===== config.mk =====
export PLATFORM = sky130hd
export DESIGN_NAME = clkStopGate
export DESIGN_NICKNAME = d
export VERILOG_FILES = /design/src/rtl/gatePkg.sv /design/src/rtl/stopSync.sv /design/src/rtl/gateControl.sv /design/src/rtl/gateLane.sv /design/src/rtl/gateDatapath.sv /design/src/rtl/clkStopGate.sv
export SDC_FILE = /design/constraint.sdc
export NUM_CORES = 1
export LEC_CHECK = 0
export BUFFER_PORTS_ARGS = -buffer_cell sky130_fd_sc_hd__buf_2
export CAP_MARGIN = 10
export CORE_MARGIN = 1.5
export CORE_UTILIZATION = 55
export DETAILED_ROUTE_END_ITERATION = 7
export PLACE_DENSITY = 0.84
export SYNTH_ARGS = -nofsm -noshare
export SYNTH_HDL_FRONTEND = slang
export SYNTH_SLANG_ARGS = --single-unit

===== constraint.sdc =====
create_clock -name clk -period 3.1 [get_ports clk]
set_clock_uncertainty 0.1 [all_clocks]
set_input_delay 0.31 -clock clk [delete_from_list [all_inputs] [get_ports clk]]
set_output_delay 0.31 -clock clk [all_outputs]
set_load 0.005 [all_outputs]

===== src/rtl/gatePkg.sv =====
package gatePkg;

  typedef enum logic [1:0] {
    MODE_RUN     = 2'd0,
    MODE_PARK_HI = 2'd1,
    MODE_PARK_LO = 2'd2
  } laneMode_e;

  // strobes from control to datapath, one per lane
  typedef struct packed {
    logic holdHi;
    logic holdLo;
  } laneCmd_t;

endpackage


===== src/rtl/stopSync.sv =====
module stopSync #(
  parameter int WIDTH = 1,
  parameter int STAGES = 2,
  parameter logic [WIDTH-1:0] RESET_VAL = '0
) (
  input  logic             clk,
  input  logic             rstN,
  input  logic [WIDTH-1:0] asyncIn,
  output logic [WIDTH-1:0] syncOut
);

  logic [STAGES-1:0][WIDTH-1:0] stage;

  always_ff @(posedge clk or negedge rstN) begin
    if (!rstN) begin
      for (int s = 0; s < STAGES; s++) stage[s] <= RESET_VAL;
    end else begin
      stage[0] <= asyncIn;
      for (int s = 1; s < STAGES; s++) stage[s] <= stage[s-1];
    end
  end

  assign syncOut = stage[STAGES-1];

endmodule


===== src/rtl/gateControl.sv =====
module gateControl
  import gatePkg::*;
#(
  parameter int NUM_LANES = 8,
  parameter int NUM_REQ = 3,
  parameter int SYNC_STAGES = 2,
  parameter logic [NUM_LANES-1:0] DIFF_MASK = 8'b0011_1111,
  parameter logic [NUM_LANES-1:0] CPU_MASK = 8'b0000_0011,
  parameter int SWITCH_LANE = 5
) (
  input  logic                         clk,
  input  logic                         rstN,
  input  logic                         cpuStopN,
  input  logic                         pciStopN,
  input  logic [NUM_REQ-1:0]           clkReqN,
  input  logic [NUM_LANES-1:0]         laneOe,
  input  logic [NUM_LANES-1:0]         stopAllow,
  input  logic [NUM_LANES*NUM_REQ-1:0] reqMap,
  input  logic                         strapCpu,
  output laneCmd_t [NUM_LANES-1:0]     cmd
);

  localparam int SYNC_W = NUM_REQ + 2;
  localparam logic [SYNC_W-1:0] SYNC_RST = {2'b11, {NUM_REQ{1'b0}}};

  logic [SYNC_W-1:0] syncBus;
  logic              cpuStopHit;
  logic              pciStopHit;
  logic [NUM_REQ-1:0] reqIdle;

  stopSync #(
    .WIDTH(SYNC_W),
    .STAGES(SYNC_STAGES),
    .RESET_VAL(SYNC_RST)
  ) u_sync (
    .clk(clk),
    .rstN(rstN),
    .asyncIn({cpuStopN, pciStopN, clkReqN}),
    .syncOut(syncBus)
  );

  assign cpuStopHit = ~syncBus[NUM_REQ+1];
  assign pciStopHit = ~syncBus[NUM_REQ];
  assign reqIdle    = syncBus[NUM_REQ-1:0];

  laneCmd_t [NUM_LANES-1:0] cmdNext;

  for (genvar g = 0; g < NUM_LANES; g++) begin : g_lane
    localparam bit IS_DIFF = DIFF_MASK[g];
    localparam bit IS_SWITCH = (g == SWITCH_LANE);

    logic inCpuGroup;
    logic reqStop;
    logic groupStop;

    if (IS_SWITCH) begin : g_sw
      assign inCpuGroup = CPU_MASK[g] | strapCpu;
    end else begin : g_fix
      assign inCpuGroup = CPU_MASK[g];
    end

    assign reqStop   = ~inCpuGroup & (|(reqMap[g*NUM_REQ +: NUM_REQ] & reqIdle));
    assign groupStop = inCpuGroup ? cpuStopHit : pciStopHit;

    // priority: enable disable, then clock request, then global stop
    always_comb begin
      cmdNext[g] = '0;
      if (!laneOe[g]) begin
        cmdNext[g].holdLo = 1'b1;
      end else if (stopAllow[g] && reqStop) begin
        cmdNext[g].holdLo = 1'b1;
      end else if (stopAllow[g] && groupStop) begin
        if (IS_DIFF) cmdNext[g].holdHi = 1'b1;
        else         cmdNext[g].holdLo = 1'b1;
      end
    end
  end

  always_ff @(posedge clk or negedge rstN) begin
    if (!rstN) begin
      for (int i = 0; i < NUM_LANES; i++) begin
        cmd[i].holdHi <= 1'b0;
        cmd[i].holdLo <= 1'b1;
      end
    end else begin
      cmd <= cmdNext;
    end
  end

endmodule


===== src/rtl/gateLane.sv =====
module gateLane
  import gatePkg::*;
#(
  parameter bit IS_DIFF = 1'b1
) (
  input  logic     clk,
  input  logic     rstN,
  input  logic     phaseIn,
  input  laneCmd_t cmd,
  output logic     outTrue,
  output logic     outComp
);

  laneMode_e mode;
  laneMode_e cmdMode;
  laneMode_e modeNext;
  logic      phaseD;
  logic      phaseEdge;

  always_comb begin
    if (cmd.holdLo)      cmdMode = MODE_PARK_LO;
    else if (cmd.holdHi) cmdMode = IS_DIFF ? MODE_PARK_HI : MODE_PARK_LO;
    else                 cmdMode = MODE_RUN;
  end

  assign phaseEdge = phaseIn ^ phaseD;
  assign modeNext  = phaseEdge ? cmdMode : mode;

  always_ff @(posedge clk or negedge rstN) begin
    if (!rstN) begin
      mode    <= MODE_PARK_LO;
      phaseD  <= 1'b0;
      outTrue <= 1'b0;
    end else begin
      mode    <= modeNext;
      phaseD  <= phaseIn;
      outTrue <= (modeNext == MODE_RUN) ? phaseIn : (modeNext == MODE_PARK_HI);
    end
  end

  if (IS_DIFF) begin : g_diff
    always_ff @(posedge clk or negedge rstN) begin
      if (!rstN) outComp <= 1'b0;
      else       outComp <= (modeNext == MODE_RUN) & ~phaseIn;
    end
  end else begin : g_se
    assign outComp = 1'b0;
  end

endmodule


===== src/rtl/gateDatapath.sv =====
module gateDatapath
  import gatePkg::*;
#(
  parameter int NUM_LANES = 8,
  parameter logic [NUM_LANES-1:0] DIFF_MASK = 8'b0011_1111
) (
  input  logic                     clk,
  input  logic                     rstN,
  input  logic [NUM_LANES-1:0]     phaseIn,
  input  laneCmd_t [NUM_LANES-1:0] cmd,
  output logic [NUM_LANES-1:0]     outTrue,
  output logic [NUM_LANES-1:0]     outComp
);

  for (genvar g = 0; g < NUM_LANES; g++) begin : g_lane
    gateLane #(.IS_DIFF(DIFF_MASK[g])) u_lane (
      .clk(clk),
      .rstN(rstN),
      .phaseIn(phaseIn[g]),
      .cmd(cmd[g]),
      .outTrue(outTrue[g]),
      .outComp(outComp[g])
    );
  end

endmodule


===== src/rtl/clkStopGate.sv =====
module clkStopGate
  import gatePkg::*;
#(
  parameter int NUM_LANES = 8,
  parameter int NUM_REQ = 3,
  parameter int SYNC_STAGES = 2,
  parameter logic [NUM_LANES-1:0] DIFF_MASK = 8'b0011_1111,
  parameter logic [NUM_LANES-1:0] CPU_MASK = 8'b0000_0011,
  parameter int SWITCH_LANE = 5
) (
  input  logic                         clk,
  input  logic                         rstN,
  input  logic [NUM_LANES-1:0]         phaseIn,
  input  logic                         cpuStopN,
  input  logic                         pciStopN,
  input  logic [NUM_REQ-1:0]           clkReqN,
  input  logic [NUM_LANES-1:0]         laneOe,
  input  logic [NUM_LANES-1:0]         stopAllow,
  input  logic [NUM_LANES*NUM_REQ-1:0] reqMap,
  input  logic                         strapCpu,
  output logic [NUM_LANES-1:0]         outTrue,
  output logic [NUM_LANES-1:0]         outComp
);

  laneCmd_t [NUM_LANES-1:0] cmd;

  gateControl #(
    .NUM_LANES(NUM_LANES),
    .NUM_REQ(NUM_REQ),
    .SYNC_STAGES(SYNC_STAGES),
    .DIFF_MASK(DIFF_MASK),
    .CPU_MASK(CPU_MASK),
    .SWITCH_LANE(SWITCH_LANE)
  ) u_ctrl (
    .clk(clk),
    .rstN(rstN),
    .cpuStopN(cpuStopN),
    .pciStopN(pciStopN),
    .clkReqN(clkReqN),
    .laneOe(laneOe),
    .stopAllow(stopAllow),
    .reqMap(reqMap),
    .strapCpu(strapCpu),
    .cmd(cmd)
  );

  gateDatapath #(
    .NUM_LANES(NUM_LANES),
    .DIFF_MASK(DIFF_MASK)
  ) u_dp (
    .clk(clk),
    .rstN(rstN),
    .phaseIn(phaseIn),
    .cmd(cmd),
    .outTrue(outTrue),
    .outComp(outComp)
  );

endmodule


After elaboration in Yosys (flattened, before gate mapping)

Cells that the tools add are included.

Flip-flop bits (word level): 62
Input bits: 56
Output and inout bits: 16
Logic and storage cells: 175

Equal/unequal tests: 8
Muxes and demuxes: 63
Bitwise gates (word level): 30
Reduce and logical (&&, ||, !) cells: 28

Operator list:

| kind                                          | number |
|---|---|
| 2-to-1 mux 2 bit                              | 22 |
| 2-to-1 mux 1 bit                              | 41 |
| bitwise AND 3 bit                             | 6 |
| OR reduction 3 bit                            | 6 |
| == test 2 x 1 -> 1 bit, second input constant | 8 |
| logical NOT 2 bit                             | 8 |
| logical AND 1 bit                             | 14 |
| inverter 1 bit                                | 9 |
| XOR 1 bit                                     | 8 |
| bitwise AND 1 bit                             | 7 |

Depth between registers and ports, before layout

Word-level depth: 6
Gate-level depth with buffers: 3
Depth with buffers taken out: 3

Cells and area by module

Synthesis repeated with hierarchy kept, for this count alone.

Cells, all modules: 217
Area total of the unflattened synthesis: 2553.7 um^2

Modules (own cells, without submodules):

| module                               | times used | cells an instance | area an instance (um^2) |
|---|---|---|---|
| gateLane (u_dp.g_lane[0].u_lane ...) | 6          | 20                | 221.5 |
| gateControl                          | 1          | 52                | 584.3 |
| gateLane (u_dp.g_lane[6].u_lane ...) | 2          | 15                | 173.9 |
| stopSync                             | 1          | 15                | 292.8 |

Least setup slack after synthesis

Ideal clock, no wire load.

Kind: reg-to-reg
From: register u_dp.g_lane[6].u_lane.phaseD
To: register u_dp.g_lane[6].u_lane.outTrue
Setup time: 0.065 ns
Arrival time: 1.076 ns
Required time: 2.935 ns
Slack: 1.859 ns
Cell stages (with the launch flop): 4
Clock period less this slack: 1.241 ns
Path through: dfrtp_1 > xor2_1 > mux2_4 > o21ba_1

Cells in the longest elaborated chain, start to end: 4

RTL lines:

| element                                                            | line           | text |
|---|---|---|
| start, declared                                                    | gateLane.sv:17 | `logic phaseD;` |
| start signal, assigned                                             | gateLane.sv:36 | `phaseD <= phaseIn;` |
| XOR 1 bit (*)                                                      | gateLane.sv:26 | `assign phaseEdge = phaseIn ^ phaseD;` |
| 2-to-1 mux 2 bit (*)                                               | gateLane.sv:27 | `assign modeNext = phaseEdge ? cmdMode : mode;` |
| via u_dp.g_lane[6].u_lane.modeNext[1]                              | gateLane.sv:16 | `laneMode_e modeNext;` |
| == test 2 x 1 -> 1 bit / logical NOT 2 bit (equally long branches) | gateLane.sv:37 | `outTrue <= (modeNext == MODE_RUN) ? phaseIn : (modeNext == MODE_PARK_HI);` |
| 2-to-1 mux 1 bit (*)                                               | gateLane.sv:37 |  |
| end signal, assigned                                               | gateLane.sv:37 |  |
| end, declared                                                      | gateLane.sv:10 | `output logic outTrue,` |

The timed path passes the listed nets; every way through them passes the cells marked *.

Final worst setup path

From: input phaseIn[7]
To: register u_dp.g_lane[7].u_lane.outTrue

Cells in the longest elaborated chain, start to end: 4

RTL lines:

| element                                                            | line              | text |
|---|---|---|
| start, declared                                                    | clkStopGate.sv:13 | `input logic [NUM_LANES-1:0] phaseIn,` |
| XOR 1 bit (*)                                                      | gateLane.sv:26    |  |
| 2-to-1 mux 2 bit (*)                                               | gateLane.sv:27    |  |
| via u_dp.g_lane[7].u_lane.modeNext[1]                              | gateLane.sv:16    |  |
| == test 2 x 1 -> 1 bit / logical NOT 2 bit (equally long branches) | gateLane.sv:37    |  |
| 2-to-1 mux 1 bit (*)                                               | gateLane.sv:37    |  |
| end signal, assigned                                               | gateLane.sv:37    |  |
| end, declared                                                      | gateLane.sv:10    |  |

Marked as above.

==> reports/summary.md <==
Actual slew at the worst max-slew pin: 1.06 ns. TritonCTS built the clock tree. In this run the core area contains 24 standard-cell rows.

Ranked by instance count, the synthesized netlist is headed by sky130_fd_sc_hd__dfrtp_1 (42), sky130_fd_sc_hd__dfstp_2 (20), sky130_fd_sc_hd__nor2_1 (18), sky130_fd_sc_hd__buf_4 (16), sky130_fd_sc_hd__mux2_2 (14). For the number of nets with antenna violations after routing, the log shows 0. The count of TritonRoute iterations in the first routing pass was 4; the average wire length per cell after detail routing was 13.3 um.

During I/O placement, the number of pins put on the boundary was 72. The number of antenna violations at the first check in global routing is 0. After legalization and detailed placement, the total HPWL measured 2.98 mm. The clock sink count was 62; the number of CTS-inserted buffers was 9.

The run finished with clean final reports. The number of cells on the worst reg-to-reg path is 3. The tools report the starting density of the core as 0.572. Data on the critical path is required at its endpoint by 3.28 ns.

The final max-slew violation count is 0, and the setup slack of the worst register-to-register path is 1.77 ns. At the placement stage, the worst setup path has a slack of 1.61 ns. Share of async-settable or async-resettable flops after synthesis: 1.00.

Clock tree synthesis selected as its root buffer the cell sky130_fd_sc_hd__clkbuf_8. In this run, the number of DRC markers left after iteration 0 of detailed routing was 71. The first global-routing pass estimated 7.55 mm of wire. In this run the standard cell core region covers 0.00438 sq mm. The fraction of final layout cells sized beyond drive strength 1 is 0.421, and the number of warning messages in the yosys log is 0. Summing over every cut layer, the via total after detailed routing is 1696. The cell area that synthesis handed to floorplanning was 0.00251 sq mm.

In this run the worst path has a maximum fanout of 3. The post-synthesis compound-gate area fraction came out at 0.0857. The clock reaches the later pin of the worst-skew pair after 0.34 ns. The run gives 0.201 as the overall track demand over capacity in global routing. STA classifies the critical path startpoint as a primary input. The ratio of final minimum period to clock period is 0.498, and the flip-flop and latch count after synthesis is 62. The floorplan die area came out at 0.00498 sq mm. Global routing finished with a remaining overflow of 0. The worst hold path depth is 1. The tools report the final worst hold slack as 0.0266 ns.

Once routing completed, OpenROAD measured the worst setup slack at 1.56 ns. 0 antenna diodes ended up in the layout. The synthesized design contains 0 enable-type register cells.

In this run the number of H-tree levels came out at 3. Largest family of logic cells by synthesized area: simple AND/OR/NAND/NOR gates. Setup violations remaining at the end of the flow were counted as 0.

Dividing total power by cell area gives a power density of 610 mW/mm^2. Entering global routing, the biggest net connects 52 pins. Relative to the synthesized area, the layout overhead comes to 23.9%. The worst min-delay path class was primary input to register.

For this design the static power due to leakage is 1.52 nW. Number of instances in the synthesized netlist: 203. A synthesized cell averages 12.4 sq um.

The fraction of synthesized cell area in xor and xnor cells was 0.0279; the number of unique standard cell types used by synthesis was 28. The worst slew margin relative to its limit is 0.297. Setup repair after global routing left no endpoint under its margin.

The clock-pin transition on the worst setup and hold timing paths is 0.07 ns, and the number of endpoints with negative hold slack in the final report is 0. Derived from the worst setup path, the maximum achievable clock frequency is 647 MHz. Final setup TNS: 0 ns. Portion of the post-synthesis area used by sequential elements: 0.628. The portion of synthesized cell area occupied by the leading cell type was 0.419; the total wire length after detailed routing was 4.40 mm.

The count of buffers from port buffering was 63. Most used standard cell by instance count after synthesis: sky130_fd_sc_hd__dfrtp_1. At the end of routability-driven placement, the weighted congestion stood at 0.766. The via count of the first global-routing pass came out at 1751.

Counting along the longest clock path gives a buffer depth of 2. The die is 70.6 um tall. The simple-gate share of the synthesized area came out at 0.118.

The arrival time at the worst endpoint was 1.73 ns; the minimum period implied by the final worst setup slack was 1.54 ns. Of all cell types, the one taking the most synthesized area is sky130_fd_sc_hd__dfrtp_1. The final standard cell count with taps included and fillers excluded is 330. After routing the design area is 0.00311 sq mm.

Flip-flop cell with the highest count after synthesis: sky130_fd_sc_hd__dfrtp_1. After detailed placement, the total cell area comes to 0.00279 sq mm. Dividing the detail-routed via count by the number of cells gives 5.14. Kind of critical path: primary input to register.

Yosys attributes the largest share of cell area to sky130_fd_sc_hd__dfrtp_1 (42%), sky130_fd_sc_hd__dfstp_2 (21%), sky130_fd_sc_hd__mux2_2 (6.3%). The multiplexer area fraction after synthesis was 0.0748. Measured along the x axis, the die boundary spans 70.6 um. In the routed design, unresolved DRC markers number 0. Max-cap violations in this run came to 0. The tools report the number of cells in the design after placement as 305. The tools report the number of nets at the end of the flow as 329. Post-synthesis share of cell area spent on full adders, half adders and majority gates: 0. The worst-case IR drop observed on VDD is 0.000543 V. The worst setup path is captured at a register.
repair_timing:
| item | 4_1_cts | 5_1_grt |
|---|---|---|
| endpoints found under the hold margin | 8 | 1 |
| buffers inserted | 0 | 0 |
| setup endpoints to repair | 0 | 0 |
| resized for setup | 0 | 0 |
| hold buffers | 8 | 1 |
worst paths after layout:
| kind | start | end |
|---|---|---|
| min | phaseIn[6] | u_dp.g_lane[6].u_lane.phaseD$_DFF_PN0_ |
| max | phaseIn[7] | u_dp.g_lane[7].u_lane.outTrue$_DFF_PN0_ |
| min in group asynchronous | rstN | u_dp.g_lane[7].u_lane.mode[0]$_DFF_PN0_ |
| max in group asynchronous | rstN | u_ctrl.cmd[2]$_DFF_PN1_ |
| min reg2reg | u_ctrl.u_sync.stage[1]$_DFF_PN0_ | u_ctrl.u_sync.syncOut[1]$_DFF_PN0_ |
| max reg2reg | u_dp.g_lane[6].u_lane.phaseD$_DFF_PN0_ | u_dp.g_lane[6].u_lane.outTrue$_DFF_PN0_ |
placed cells by master (no fill, tap or decap), types with 2 or more instances in the layout:
cell	synthesis	routed
sky130_fd_sc_hd__dfrtp_1	42	42
sky130_fd_sc_hd__a22oi_1	2	2
sky130_fd_sc_hd__a211oi_1	2	2
sky130_fd_sc_hd__buf_2	0	63
sky130_fd_sc_hd__conb_1	1	2
sky130_fd_sc_hd__dlygate4sd3_1	0	9
sky130_fd_sc_hd__clkinvlp_4	0	2
sky130_fd_sc_hd__dfstp_2	20	20
sky130_fd_sc_hd__nand2_1	7	7
sky130_fd_sc_hd__o21ai_0	9	9
sky130_fd_sc_hd__nor2b_1	7	7
sky130_fd_sc_hd__o21ba_1	2	2
sky130_fd_sc_hd__mux2_4	2	2
sky130_fd_sc_hd__mux2_2	14	14
sky130_fd_sc_hd__a21oi_1	13	13
sky130_fd_sc_hd__xor2_1	8	8
sky130_fd_sc_hd__nor2_1	18	18
sky130_fd_sc_hd__and4b_1	3	3
sky130_fd_sc_hd__buf_4	16	2
sky130_fd_sc_hd__clkbuf_8	0	10
sky130_fd_sc_hd__and3_1	2	2
sky130_fd_sc_hd__a222oi_1	4	4
sky130_fd_sc_hd__inv_1	11	11
sky130_fd_sc_hd__nor3b_1	5	5
sky130_fd_sc_hd__bufinv_16	0	2
sky130_fd_sc_hd__nor3_1	8	8
logic make-up (layout without fill, tap and decap cells):
| family | after synthesis | count (layout) |
|---|---|---|
| simple gates | 55 | 55 |
| other cells | 1 | 2 |
| compound gates | 34 | 34 |
| mux | 16 | 16 |
| buf+inv | 27 | 101 |
| flops | 62 | 62 |
| xor+xnor | 8 | 8 |
sequential cells by signal, summed over array words and instances (netlist names):
name	count
u_ctrl.u_sync.stage	5
u_ctrl.cmd	14
u_dp.g_lane.u_lane.mode	16
u_dp.g_lane.u_lane.phaseD	8
u_dp.g_lane.u_lane.outTrue	8
u_dp.g_lane.u_lane.outComp	6
u_ctrl.u_sync.syncOut	5
layer usage:
metal | part of all wire | track usage | vias up
li1 | - | - | 825
met1 | 0.39 | 0.217 | 815
met2 | 0.52 | 0.342 | 45
met3 | 0.067 | 0.0954 | 11
met4 | 0.025 | 0.0860 | 0
met5 | 0 | 0 | -
final cells by class:
cell class | instances | area [sq um]
clock inverters | 6 | 92.6
clock buffers | 10 | 138
well taps | 52 | 65.1
fillers | 315 | 1270
inverters | 11 | 41.3
repair buffers | 74 | 420
flip-flops and latches | 62 | 1580
multi-input cells | 115 | 776
metrics by stage:
step,utilization,power [mW]
finish,0.709,1.90
global route,0.709,1.98
CTS,0.707,1.91
detailed placement,0.636,1.11
global placement,0.636,1.10
floorplan,-,1.04
where the power goes:
part | internal (mW) | switching (mW)
clock network | 0.478 | 0.313
registers | 0.886 | 0.0385
logic | 0.100 | 0.0803
critical path, stage by stage:
cell                            delay, ns
sky130_fd_sc_hd__dlygate4sd3_1       0.54
sky130_fd_sc_hd__buf_2               0.14
sky130_fd_sc_hd__xor2_1              0.20
sky130_fd_sc_hd__mux2_4              0.33
sky130_fd_sc_hd__o21ba_1             0.21
No activity file was read; power rests on OpenSTA's default activity.
